==> config.mk <==
export PLATFORM = sky130hd
export DESIGN_NAME = wrburst_splitter
export DESIGN_NICKNAME = d
export VERILOG_FILES = /design/src/rtl/wbs_pkg.sv /design/src/rtl/wbs_plan.sv /design/src/rtl/wbs_seq.sv /design/src/rtl/wrburst_splitter.sv
export SDC_FILE = /design/constraint.sdc
export NUM_CORES = 1
export LEC_CHECK = 0
export ABC_AREA = 1
export BUFFER_PORTS_ARGS = -buffer_cell sky130_fd_sc_hd__buf_2
export CAP_MARGIN = 5
export CORE_UTILIZATION = 40
export CTS_CLUSTER_DIAMETER = 60
export DETAILED_ROUTE_END_ITERATION = 10
export SYNTH_ARGS = -nofsm -noshare
export SYNTH_HDL_FRONTEND = slang
export SYNTH_SLANG_ARGS = --single-unit
==> constraint.sdc <==
create_clock -name clk -period 7.86 [get_ports clk]
set_input_delay 1.572 -clock clk [delete_from_list [all_inputs] [get_ports clk]]
set_output_delay 1.572 -clock clk [all_outputs]
set_load 0.05 [all_outputs]
==> src/rtl/wbs_pkg.sv <==
package wbs_pkg;
    localparam logic [3:0] CMD_MW  = 4'b0111;
    localparam logic [3:0] CMD_MWI = 4'b1111;

    typedef enum logic [1:0] {
        ST_IDLE,
        ST_LEAD,
        ST_LINES,
        ST_TAIL
    } wbs_state_e;
endpackage

==> src/rtl/wbs_plan.sv <==
// Combinational split decision: lengths of lead, whole-line and tail parts.
module wbs_plan #(
    parameter int AW = 30,
    parameter int CW = 16,
    parameter int LW = 8
) (
    input  logic [AW-1:0] addr_i,
    input  logic [CW-1:0] count_i,
    input  logic [LW-1:0] line_size_i,
    input  logic          split_off_i,
    output logic [CW-1:0] lead_len_o,
    output logic [CW-1:0] mwi_len_o,
    output logic [CW-1:0] tail_len_o
);
    // addresses are wider than counts; only the low CW bits matter for offsets
    localparam int LOW = (AW < CW) ? AW : CW;

    logic [CW-1:0] line_w, mask, a_lo, offset, to_edge, rest;
    logic          pow2, do_split;

    always_comb begin
        line_w  = CW'(line_size_i);
        mask    = line_w - CW'(1);
        a_lo    = CW'(addr_i[LOW-1:0]);
        pow2    = (line_w & mask) == '0;
        offset  = a_lo & mask;
        to_edge = (offset == '0) ? '0 : (line_w - offset);
        rest    = count_i - to_edge;
        do_split = !split_off_i && (line_w != '0) && pow2
                   && (count_i > to_edge) && (rest > line_w);
        if (do_split) begin
            lead_len_o = to_edge;
            mwi_len_o  = rest & ~mask;
            tail_len_o = rest & mask;
        end else begin
            lead_len_o = count_i;
            mwi_len_o  = '0;
            tail_len_o = '0;
        end
    end
endmodule

==> src/rtl/wbs_seq.sv <==
// Descriptor sequencer: holds the captured plan and walks LEAD, LINES, TAIL.
module wbs_seq
    import wbs_pkg::*;
#(
    parameter int AW = 30,
    parameter int CW = 16,
    parameter int LW = 8
) (
    input  logic          clk,
    input  logic          rst_n,
    input  logic          start_i,
    input  logic [AW-1:0] addr_i,
    input  logic [CW-1:0] lead_len_i,
    input  logic [CW-1:0] mwi_len_i,
    input  logic [CW-1:0] tail_len_i,
    input  logic [LW-1:0] line_size_i,
    output logic          idle_o,
    output logic          desc_valid_o,
    input  logic          desc_ready_i,
    output logic [3:0]    desc_cmd_o,
    output logic [AW-1:0] desc_addr_o,
    output logic [CW-1:0] desc_len_o
);
    wbs_state_e    state, state_nx;
    logic [AW-1:0] base_q;
    logic [CW-1:0] lead_q, mwi_q, tail_q;
    logic [LW-1:0] line_q;
    logic          accept;

    assign accept = (state == ST_IDLE) && start_i && (lead_len_i != '0 || mwi_len_i != '0);

    always_ff @(posedge clk or negedge rst_n) begin
        if (!rst_n) state <= ST_IDLE;
        else        state <= state_nx;
    end

    always_ff @(posedge clk or negedge rst_n) begin
        if (!rst_n) begin
            base_q <= '0;
            lead_q <= '0;
            mwi_q  <= '0;
            tail_q <= '0;
            line_q <= '0;
        end else if (accept) begin
            base_q <= addr_i;
            lead_q <= lead_len_i;
            mwi_q  <= mwi_len_i;
            tail_q <= tail_len_i;
            line_q <= line_size_i;
        end
    end

    always_comb begin
        state_nx = state;
        unique case (state)
            ST_IDLE:  if (accept) state_nx = (lead_len_i != '0) ? ST_LEAD : ST_LINES;
            ST_LEAD:  if (desc_ready_i) state_nx = (mwi_q != '0) ? ST_LINES : ST_IDLE;
            ST_LINES: if (desc_ready_i) state_nx = (tail_q != '0) ? ST_TAIL : ST_IDLE;
            ST_TAIL:  if (desc_ready_i) state_nx = ST_IDLE;
        endcase
    end

    always_comb begin
        idle_o       = 1'b0;
        desc_valid_o = 1'b1;
        desc_cmd_o   = CMD_MW;
        desc_addr_o  = base_q;
        desc_len_o   = lead_q;
        unique case (state)
            ST_IDLE: begin
                idle_o       = 1'b1;
                desc_valid_o = 1'b0;
            end
            ST_LEAD: ;
            ST_LINES: begin
                desc_cmd_o  = CMD_MWI;
                desc_addr_o = base_q + AW'(lead_q);
                desc_len_o  = mwi_q;
            end
            ST_TAIL: begin
                desc_addr_o = base_q + AW'(lead_q) + AW'(mwi_q);
                desc_len_o  = tail_q;
            end
        endcase
    end


    hold_stable_chk: assert property (@(posedge clk) disable iff (!rst_n)
        desc_valid_o && !desc_ready_i |=> desc_valid_o && $stable(desc_cmd_o)
            && $stable(desc_addr_o) && $stable(desc_len_o));


    cmd_legal_chk: assert property (@(posedge clk) disable iff (!rst_n)
        desc_valid_o |-> (desc_cmd_o == CMD_MW || desc_cmd_o == CMD_MWI));


    mwi_whole_chk: assert property (@(posedge clk) disable iff (!rst_n)
        desc_valid_o && desc_cmd_o == CMD_MWI |->
            ((desc_addr_o & (AW'(line_q) - AW'(1))) == '0)
            && ((desc_len_o & (CW'(line_q) - CW'(1))) == '0)
            && (desc_len_o >= CW'(line_q)));


    nonzero_len_chk: assert property (@(posedge clk) disable iff (!rst_n)
        desc_valid_o |-> desc_len_o != '0);
endmodule

==> src/rtl/wrburst_splitter.sv <==
module wrburst_splitter #(
    parameter int AW = 30,
    parameter int CW = 16,
    parameter int LW = 8
) (
    input  logic          clk,
    input  logic          rst_n,
    input  logic          start_i,
    input  logic [AW-1:0] addr_i,
    input  logic [CW-1:0] count_i,
    input  logic [LW-1:0] line_size_i,
    input  logic          split_off_i,
    output logic          idle_o,
    output logic          desc_valid_o,
    input  logic          desc_ready_i,
    output logic [3:0]    desc_cmd_o,
    output logic [AW-1:0] desc_addr_o,
    output logic [CW-1:0] desc_len_o
);
    logic [CW-1:0] lead_len, mwi_len, tail_len;

    wbs_plan #(.AW(AW), .CW(CW), .LW(LW)) u_plan (
        .addr_i      (addr_i),
        .count_i     (count_i),
        .line_size_i (line_size_i),
        .split_off_i (split_off_i),
        .lead_len_o  (lead_len),
        .mwi_len_o   (mwi_len),
        .tail_len_o  (tail_len)
    );

    wbs_seq #(.AW(AW), .CW(CW), .LW(LW)) u_seq (
        .clk          (clk),
        .rst_n        (rst_n),
        .start_i      (start_i),
        .addr_i       (addr_i),
        .lead_len_i   (lead_len),
        .mwi_len_i    (mwi_len),
        .tail_len_i   (tail_len),
        .line_size_i  (line_size_i),
        .idle_o       (idle_o),
        .desc_valid_o (desc_valid_o),
        .desc_ready_i (desc_ready_i),
        .desc_cmd_o   (desc_cmd_o),
        .desc_addr_o  (desc_addr_o),
        .desc_len_o   (desc_len_o)
    );
endmodule

==> impl_results.md <==
- IO buf count: between 100 and 150
- CP Capture Type: register
- Max Used Layer: met4
- Max Fclk: 136 MHz
- Max_slew headroom: 0.197
- Rows: 54
- Startpoint types: input pin
- Synth Area per Inst: 6.03 sq um
- Chip width: 151 um
- Clock period minus worst slack: 7.34 ns
- Leading cell type in the layout, fill and taps excluded: nand2_1
- Number of synthesized flops with an enable pin: 0
- Max_cap viols: 0
- Routed wl met2: 14500 um
- DIE HEIGHT: 151 um
- Fin Setup TNS: 0 ns
- Synthesized cell area: 8910 sq um
- Metal1 wirelength: approximately 15000 um
- Layout cells sized above 1: 0.105
- Post-layout nets: between 1500 and 2000
- Placed Area: between 9000 and 10000 sq um
- Critical-path top delay cell: fa_1
- Comb pwr share: 0.689
- Sequential power share: 0.195
- Switch Pwr: 0.00218 W
- Vias/cell: 5.29
- WP data required: about 8 ns
- Synth area leaders: nand2_1 (23%), dfrtp_1 (22%), ha_1 (9.7%), inv_1 (8.2%), nand3_1 (6.0%)
- WL final: 31600 um
- Clock Power Share: 0.115
- Fraction of registers with async set/reset: 1.00
- Vias in the first global route: 8931
- Register bit total from synthesis: 80
- Clk slew on worst S/H paths: 0.06 ns
- Slowest cell delay on critical path: 0.41 ns
- Leakage power: around 5.7 nW
- Cell taking the most area after synthesis: nand2_1
- Clk root buf: clkbuf_16
- Post-layout instance area: slightly above 10000 sq um
- Final count of pins violating max slew: 0
- Htree depth: 3
- Top FF cell, synth: dfrtp_1
- Routed Antenna Nets: 0
- Drt pass-1 iters: 5
- Sw frac: 0.575
- Number of I/O pins: 111
- Initial antenna violation count: 1
- Cts bufs inserted: 9
- Power density over the cells: 375 nW/um^2
- Hold Buf Count CTS: 0
- Worst-case clock buffer depth: 2
- Post-cts resize count: 0
- Drt drc: 0
- DIE AREA: 22900 sq um
- Period utilization: 0.933
- CP max FO: 41
- Ys Warns: 0
- Seq/Total Area, Yosys: 0.225
- Gate Count Post-Synth: 1477
- Largest net degree at the start of global routing: 81
- HP Class: reg2reg
- Yosys cell types: between 40 and 50
- CP arrival: between 7 and 8 ns
- Final Hold Vio Count: 0
- Clk_lat worst skew: 0.34 ns
- Grt total ovfl: 0
- Clk sinks: 80
- Starting Density: 0.408
- Vias post-DR: around 9900
- Status: complete, no violations
- Worst-margin pin slew: 1.20 ns
- Max rail drop VDD: 0.147 mV
- Post-DP HPWL: ~26000 um
- CTS tree: yes
- Initial DRC Count: 675
- First-pass GRT wire length: 48900 um
- Final setup viols: 0
- Core Footprint: 21800 sq um
- Final Skew: between 0.006 and 0.007 ns
- RSZ-0062 raised after global routing: no
- Area growth syn-to-layout: 13.5%
- Wire per inst: ~17 um
- RD Place Congestion: 1.01
- Hold_ws: 0.489 ns
- Overall routing resource usage: 0.282
- Most frequent cells in the layout: nand2_1 (537), inv_1 (194), nor2_1 (115)
- Critical path type: in2reg
- Postcts setup bufs: 0
- Pint: 0.00161 W
- Wire length on met3: 1650 um
- Synth top area share: 0.226
-- final timing paths --
check                                   endpoint  depth (start not counted)            start  slack (ns)
worst max-delay path            u_seq.base_q[27]                         41   line_size_i[0]        0.52
worst min-delay path             u_seq.tail_q[5]                          2  u_seq.tail_q[5]        0.49
worst max register to register    u_seq.state[1]                          7   u_seq.state[1]        5.53
worst min register to register   u_seq.tail_q[5]                          2  u_seq.tail_q[5]        0.49
max in group asynchronous        u_seq.lead_q[3]                          1            rst_n        5.80
min in group asynchronous       u_seq.base_q[26]                          1            rst_n        1.39
-- cell type report --
| class | count | area [sq um] |
|---|---|---|
| Fill cell | 2407 | 11700 |
| Sequential cell | 80 | 2000 |
| Multi-Input combinational cell | 1163 | 5970 |
| Clock buffer | 10 | 239 |
| Timing Repair Buffer | 132 | 751 |
| Clock inverter | 4 | 70.1 |
| Inverter | 197 | 739 |
| Antenna cell | 1 | 2.50 |
| Tap cell | 280 | 350 |
-- power groups by stage --
| stage | Clock (W) | Combinational, W | Sequential [W] |
|---|---|---|---|
| final | 0.000438 | 0.00261 | 0.000740 |
| after global routing | 0.000460 | 0.00291 | 0.000751 |
| after detailed placement | 0 | 0.00258 | 0.000740 |
| after CTS | 0.000444 | 0.00260 | 0.000735 |
| after floorplan | 0 | 0.00204 | 0.000635 |
| after global placement | 0 | 0.00258 | 0.000740 |
-- synth_stat cells, types with 8 or more instances --
master and number:
o211ai_1 22, nor2_1 116, o21ai_0 86, nor4_1 10, nor3_1 11, xnor2_1 11
buf_2 13, inv_1 194, nand2_1 537, and2_1 8, xor2_1 39, o21ai_1 10
nand3_1 106, ha_1 69, a21oi_1 65, nand4_1 26, clkbuf_1 15, dfrtp_1 80
-- routing by layer --
metal | vias to the layer above | GRT usage
met5 | - | 0
met4 | 0 | 0.0965
met3 | 53 | 0.0184
met2 | 321 | 0.461
met1 | 4533 | 0.391
li1 | 4962 | -
-- flip-flops by register name, summed over array words and instances (netlist names) --
| register | count |
|---|---|
| u_seq.base_q | 30 |
| u_seq.lead_q | 16 |
| u_seq.mwi_q | 16 |
| u_seq.tail_q | 16 |
| u_seq.state | 2 |
-- worst max-delay path: cells and delay by family --
family	cells	cell delay, ns
and+or+nand+nor	24	2.64
adders and majority gates	5	1.60
buffers and inverters	9	1.31
AOI/OAI and AO/OA	2	0.26
xor gates and xnor gates	1	0.16
-- stage by stage --
step | total power [W] | setup slack (ns) | std cells | utilization
finish | 0.00379 | 0.525 | 1867 | 0.464
global route | 0.00412 | 0.00795 | 1866 | 0.464
CTS | 0.00378 | 0.557 | 1866 | 0.464
detailed placement | 0.00332 | 0.232 | 1852 | 0.449
global placement | 0.00332 | 0.213 | 1852 | 0.449
floorplan | 0.00267 | 1.60 | 1479 | -
-- logic make-up after synthesis --
group	after synthesis	share of synthesized area
adder cells (fa/ha/maj)	72	0.104
XOR/XNOR	50	0.0491
other	1	0.000421
AND/OR/NAND/NOR	835	0.390
AO/OA/AOI/OAI	203	0.126
buffers and inverters	236	0.107
flip-flops	80	0.225
Power figures use the tool's default switching activity.
